==> config.mk <==
export PLATFORM = sky130hd
export DESIGN_NAME = irq_status_unit
export DESIGN_NICKNAME = d
export VERILOG_FILES = /design/src/rtl/irq_pkg.sv /design/src/rtl/irq_status_bank.sv /design/src/rtl/irq_ctrl_regs.sv /design/src/rtl/irq_rd_port.sv /design/src/rtl/irq_gate.sv /design/src/rtl/irq_status_unit.sv
export SDC_FILE = /design/constraint.sdc
export NUM_CORES = 1
export LEC_CHECK = 0
export BUFFER_PORTS_ARGS = -buffer_cell sky130_fd_sc_hd__buf_4
export CAP_MARGIN = 30
export CORE_MARGIN = 3
export CORE_UTILIZATION = 43
export CTS_BUF_LIST = sky130_fd_sc_hd__clkbuf_8
export CTS_CLUSTER_DIAMETER = 40
export DETAILED_ROUTE_END_ITERATION = 8
export MAX_ROUTING_LAYER = met4
export PLACE_DENSITY = 0.76
export SYNTH_ARGS = -nofsm -noshare
export SYNTH_HDL_FRONTEND = slang
export SYNTH_HIERARCHICAL = 1
export SYNTH_SLANG_ARGS = --single-unit
==> constraint.sdc <==
create_clock -name clk -period 3.8 [get_ports clk]
set_clock_uncertainty 0.15 [all_clocks]
set_input_delay 0.38 -clock clk [delete_from_list [all_inputs] [get_ports clk]]
set_output_delay 0.38 -clock clk [all_outputs]
set_load 0.03 [all_outputs]
==> src/rtl/irq_pkg.sv <==
`timescale 1ns/1ps
package irq_pkg;
  localparam int REG_W   = 32;
  localparam int ADDR_W  = 2;
  localparam int SWI_BIT = 12;
  localparam int SUM_BIT = 15;
  localparam int SUM_LO  = 16;
  localparam int SUM_HI  = 25;
  // positions that hold a sticky flop
  localparam logic [REG_W-1:0] LATCH_BITS = 32'h03F1_7FFF;
  // positions that can read non-zero (adds the summary bit)
  localparam logic [REG_W-1:0] READ_BITS  = LATCH_BITS | (32'h1 << SUM_BIT);

  typedef enum logic [ADDR_W-1:0] {
    SEL_STATUS = 2'd0,
    SEL_MASK   = 2'd1,
    SEL_ENABLE = 2'd2,
    SEL_CMD    = 2'd3
  } reg_sel_e;
endpackage

==> src/rtl/irq_status_bank.sv <==
`timescale 1ns/1ps
module irq_status_bank #(
  parameter int W = 32,
  parameter logic [W-1:0] LATCH = '0,
  parameter int SUM_BIT = 15,
  parameter int SUM_LO = 16,
  parameter int SUM_HI = 25
) (
  input  logic         clk,
  input  logic         rst_n,
  input  logic [W-1:0] ev_all,
  input  logic         clr_rd,
  output logic [W-1:0] status_q,
  output logic [W-1:0] status_view
);
  logic [W-1:0] ev_kept;
  assign ev_kept = ev_all & LATCH;

  for (genvar i = 0; i < W; i++) begin : g_bit
    if (LATCH[i]) begin : g_flop
      always_ff @(posedge clk or negedge rst_n) begin
        if (!rst_n)      status_q[i] <= 1'b0;
        else if (clr_rd) status_q[i] <= ev_kept[i];
        else             status_q[i] <= status_q[i] | ev_kept[i];
      end
    end else begin : g_none
      assign status_q[i] = 1'b0;
    end
  end

  always_comb begin
    status_view          = status_q;
    status_view[SUM_BIT] = |status_q[SUM_HI:SUM_LO];
  end
endmodule

==> src/rtl/irq_ctrl_regs.sv <==
`timescale 1ns/1ps
module irq_ctrl_regs #(
  parameter int W = 32,
  parameter logic [W-1:0] KEEP = '1
) (
  input  logic         clk,
  input  logic         rst_n,
  input  logic         mask_wr,
  input  logic         en_wr,
  input  logic [W-1:0] wdata,
  output logic [W-1:0] mask_q,
  output logic         en_q
);
  always_ff @(posedge clk or negedge rst_n) begin
    if (!rst_n) begin
      mask_q <= '0;
      en_q   <= 1'b0;
    end else begin
      if (mask_wr) mask_q <= wdata & KEEP;
      if (en_wr)   en_q   <= wdata[0];
    end
  end
endmodule

==> src/rtl/irq_rd_port.sv <==
`timescale 1ns/1ps
module irq_rd_port
  import irq_pkg::*;
#(
  parameter int W = 32,
  parameter int AW = 2,
  parameter int SWI_BIT = 12
) (
  input  logic          clk,
  input  logic          rst_n,
  input  logic          req_valid,
  input  logic          req_write,
  input  logic [AW-1:0] req_addr,
  input  logic [W-1:0]  req_wdata,
  input  logic [W-1:0]  status_view,
  input  logic [W-1:0]  mask_q,
  input  logic          en_q,
  output logic          stat_rd,
  output logic          mask_wr,
  output logic          en_wr,
  output logic [W-1:0]  swi_vec,
  output logic          rsp_valid,
  output logic [W-1:0]  rsp_rdata
);
  reg_sel_e     sel;
  logic         rd_go;
  logic         wr_go;
  logic [W-1:0] rd_mux;

  assign sel   = reg_sel_e'(req_addr);
  assign rd_go = req_valid & ~req_write;
  assign wr_go = req_valid & req_write;

  always_comb begin
    stat_rd = rd_go & (sel == SEL_STATUS);
    mask_wr = wr_go & (sel == SEL_MASK);
    en_wr   = wr_go & (sel == SEL_ENABLE);
    swi_vec = '0;
    swi_vec[SWI_BIT] = wr_go & (sel == SEL_CMD) & req_wdata[0];
  end

  always_comb begin
    unique case (sel)
      SEL_STATUS: rd_mux = status_view;
      SEL_MASK:   rd_mux = mask_q;
      SEL_ENABLE: rd_mux = {{(W-1){1'b0}}, en_q};
      default:    rd_mux = '0;
    endcase
  end

  always_ff @(posedge clk or negedge rst_n) begin
    if (!rst_n) begin
      rsp_valid <= 1'b0;
      rsp_rdata <= '0;
    end else begin
      rsp_valid <= rd_go;
      if (rd_go) rsp_rdata <= rd_mux;
    end
  end
endmodule

==> src/rtl/irq_gate.sv <==
`timescale 1ns/1ps
module irq_gate #(
  parameter int W = 32
) (
  input  logic [W-1:0] status_view,
  input  logic [W-1:0] mask_q,
  input  logic         en_q,
  output logic         irq
);
  assign irq = en_q & (|(status_view & mask_q));
endmodule

==> src/rtl/irq_status_unit.sv <==
`timescale 1ns/1ps
module irq_status_unit
  import irq_pkg::*;
#(
  parameter int W  = REG_W,
  parameter int AW = ADDR_W,
  parameter logic [W-1:0] LATCH = LATCH_BITS,
  parameter int SUM_POS = SUM_BIT,
  parameter int SUM_FROM = SUM_LO,
  parameter int SUM_TO = SUM_HI,
  parameter int SWI_POS = SWI_BIT
) (
  input  logic          clk,
  input  logic          rst_n,
  input  logic [W-1:0]  ev_i,
  input  logic          req_valid,
  input  logic          req_write,
  input  logic [AW-1:0] req_addr,
  input  logic [W-1:0]  req_wdata,
  output logic          rsp_valid,
  output logic [W-1:0]  rsp_rdata,
  output logic          irq
);
  localparam logic [W-1:0] MASK_KEEP = LATCH | (W'(1) << SUM_POS);

  logic [W-1:0] status_lat;
  logic [W-1:0] status_view;
  logic [W-1:0] mask_q;
  logic         en_q;
  logic         stat_rd;
  logic         mask_wr;
  logic         en_wr;
  logic [W-1:0] swi_vec;
  logic [W-1:0] ev_all;

  assign ev_all = ev_i | swi_vec;

  irq_status_bank #(
    .W(W), .LATCH(LATCH), .SUM_BIT(SUM_POS), .SUM_LO(SUM_FROM), .SUM_HI(SUM_TO)
  ) u_bank (
    .clk(clk), .rst_n(rst_n), .ev_all(ev_all), .clr_rd(stat_rd),
    .status_q(status_lat), .status_view(status_view)
  );

  irq_ctrl_regs #(.W(W), .KEEP(MASK_KEEP)) u_regs (
    .clk(clk), .rst_n(rst_n), .mask_wr(mask_wr), .en_wr(en_wr),
    .wdata(req_wdata), .mask_q(mask_q), .en_q(en_q)
  );

  irq_rd_port #(.W(W), .AW(AW), .SWI_BIT(SWI_POS)) u_port (
    .clk(clk), .rst_n(rst_n), .req_valid(req_valid), .req_write(req_write),
    .req_addr(req_addr), .req_wdata(req_wdata), .status_view(status_view),
    .mask_q(mask_q), .en_q(en_q), .stat_rd(stat_rd), .mask_wr(mask_wr),
    .en_wr(en_wr), .swi_vec(swi_vec), .rsp_valid(rsp_valid), .rsp_rdata(rsp_rdata)
  );

  irq_gate #(.W(W)) u_gate (
    .status_view(status_view), .mask_q(mask_q), .en_q(en_q), .irq(irq)
  );
endmodule

==> impl_metrics.py <==
metrics = {
    "cts": {
        "h-tree-depth": 3,
        "insertion_delay_ns": 0.35,
        "cts_tree": "done",
        "cts_root_buffer": "clkbuf_8",
        "cts.sinks": 79,
        "path_clk_slew_ns": 0.09,
        "cts_resized": 0,
        "cts_buffers": 9,
        "cts.path.max_buffers": 2,
    },
    "global_routing": {
        "grt_max_degree": 80,
        "grt_pass1_vias": 2668,
        "antenna_found_initial": 0,
        "track_usage_pct": 16.2,
        "grt_overflow": 0,
        "grt_pass1_wl_um": 13400,
    },
    "die": {
        "rows": 34,
        "core_sq_mm": 0.00898,
        "ioPinCount": 104,
        "start_util_pct": 45.6,
        "fp.dieW_um": 104,
        "die-area_sq_mm": 0.0107,
        "floorplan.die.height_um": 104,
    },
    "placed_design": {
        "io_buffers": 84,
        "dp_hpwl_um": 5900,
        "place_congestion": 0.812,
    },
    "power_and_ir_drop": {
        "p_leak_nw": 2.17,
        "powerDensity_mw_per_mm2": 444,
        "peakVddDrop_mv": 0.182,
    },
    "synthesis": {
        "yosysWarnings": 6,
        "netlist_instances": 357,
        "synth.avg_cell_area_sq_um": 11.5,
        "syn_area_sq_mm": 0.00410,
    },
    "drt": {
        "drc_errors": 0,
        "via_per_inst": 4.67,
        "ant_nets": 0,
        "dr.pass1.iters": 4,
        "dr.first_iter.drc_count": 75,
        "wl_um": 8210,
        "vias": 2553,
        "routedWlPerCell_um": 15.0,
    },
    "critical_path": {
        "r2r_cells": 4,
        "critPathKind": "reg -> out",
        "cp-start-kind": "flip-flop",
        "end_kind": "output pin",
        "r2r_start": "u_bank/status_q[22]",
        "rrSetupSlack_ns": 2.43,
        "path_max_fanout": 4,
        "cp.required_ns": 3.27,
        "r2r_end": "u_port/rsp_rdata[15]",
        "cp.arrival_ns": 2.22,
    },
    "layout": {
        "layout-drive-gt1-share_pct": 39.0,
        "n_fill_cell": 803,
        "antenna_cells": 0,
        "fin_nets": 486,
        "fin_util_pct": 52.1,
        "area_growth_pct": 14.3,
    },
    "timing": {
        "slew_headroom_pct": 59.7,
        "finalCritPeriodShare_pct": 72.5,
        "finalHoldViolCount": 0,
        "worst_pin_slew_ns": 0.604,
        "rsz0062_at_grt": "false",
        "max_freq_mhz": 363,
        "maxSlewViolCount": 0,
        "setup_violations": 0,
        "period_needed_ns": 2.75,
        "fin_setup_tns_ns": 0,
    },
    "outcome": {
        "outcome": "finished clean",
    },
    "min_path": {
        "whs_endpoint": "u_regs/mask_q[21]",
        "min_from": "req_wdata[21]",
        "whs_path_depth": 2,
        "holdCritPathClass": "in -> reg",
    },
    "job": {
        "drv_cap": 0,
    },
}
[where the power goes]
| group | total [W] | switching [W] | internal [W] |
|---|---|---|---|
| Sequential | 0.00102 | 0.0000730 | 0.000947 |
| Clock | 0.000565 | 0.000321 | 0.000244 |
| Combinational | 0.000491 | 0.000269 | 0.000223 |
| Total | 0.00208 | 0.000663 | 0.00141 |
[placed cells by master, fill, tap and decap left out, drive strengths merged, types with 2 or more instances in the layout]
cell,n
a21o,22
a22oi,16
buf,87
clkbuf,9
clkinv,2
clkinvlp,2
conb,39
dfrtp,79
inv,5
mux2,25
mux2i,32
nand2,33
nand4,4
nor2,2
nor3,2
o21ai,32
or2,23
[how the worst max path moves through the flow]
stage,endpoint,slack [ns],start,depth (start not counted)
floorplan,irq,1.78,u_bank/status_q[22],5
global placement,u_regs/mask_q[15],1.25,req_addr[0],5
detailed placement,u_regs/mask_q[13],1.20,req_addr[0],5
CTS,irq,1.02,u_bank/status_q[22],6
global route,irq,0.82,u_bank/status_q[22],6
finish,irq,1.05,u_bank/status_q[22],6
[worst max-delay path, cell delays in order, from the launching register on]
cell and delay (ns):
dfrtp_1 0.45, nor4_1 0.29, nand2_1 0.11, a22oi_1 0.28, nand4_1 0.13, o41a_1 0.45
buf_4 0.18
[area by class of cell]
| type | instances | area [sq um] | area share (%) |
|---|---|---|---|
| clock inverters | 7 | 55.1 | 1.18 |
| well taps | 126 | 158 | 3.37 |
| flip-flops and latches | 79 | 1980 | 42.2 |
| repair buffers | 88 | 683 | 14.6 |
| multi-input cells | 236 | 1680 | 35.8 |
| inverters | 2 | 7.51 | 0.160 |
| clock buffers | 9 | 124 | 2.65 |
[repair_timing]
| item | CTS | global route |
|---|---|---|
| endpoints found under the hold margin | 0 | 79 |
| setup buffers | 0 | 0 |
| hold buffers | 0 | 1 |
[layer usage]
layer / GRT usage [%] / part of all wire, % / up-vias
met2: 26.4 / 49 / 60
li1: - / - / 1260
met5: - / 0 / -
met3: 3.73 / 4.3 / 8
met1: 20.1 / 45 / 1225
met4: 5.32 / 1.2 / 0
[flip-flops by register name, indices dropped and copies added (netlist names)]
signal and count:
u_port/rsp_valid 1, u_regs/mask_q 23, u_port/rsp_rdata 32, u_bank/status_q 22, u_regs/en_q 1
[stage by stage]
| step | worst slack, ns | instances | power [W] | hold slack, ns | cell area (sq um) |
|---|---|---|---|---|---|
| after floorplan | 1.78 | 393 | 0.00137 | -0.0656 | 4230 |
| after global placement | 1.25 | 529 | 0.00151 | 0.314 | 4460 |
| after detailed placement | 1.20 | 529 | 0.00153 | 0.318 | 4460 |
| after CTS | 1.02 | 545 | 0.00210 | 0.0673 | 4640 |
| after global routing | 0.818 | 547 | 0.00218 | 0.0949 | 4680 |
| final | 1.05 | 547 | 0.00208 | 0.108 | 4680 |
No activity file was read; power rests on OpenSTA's default activity.
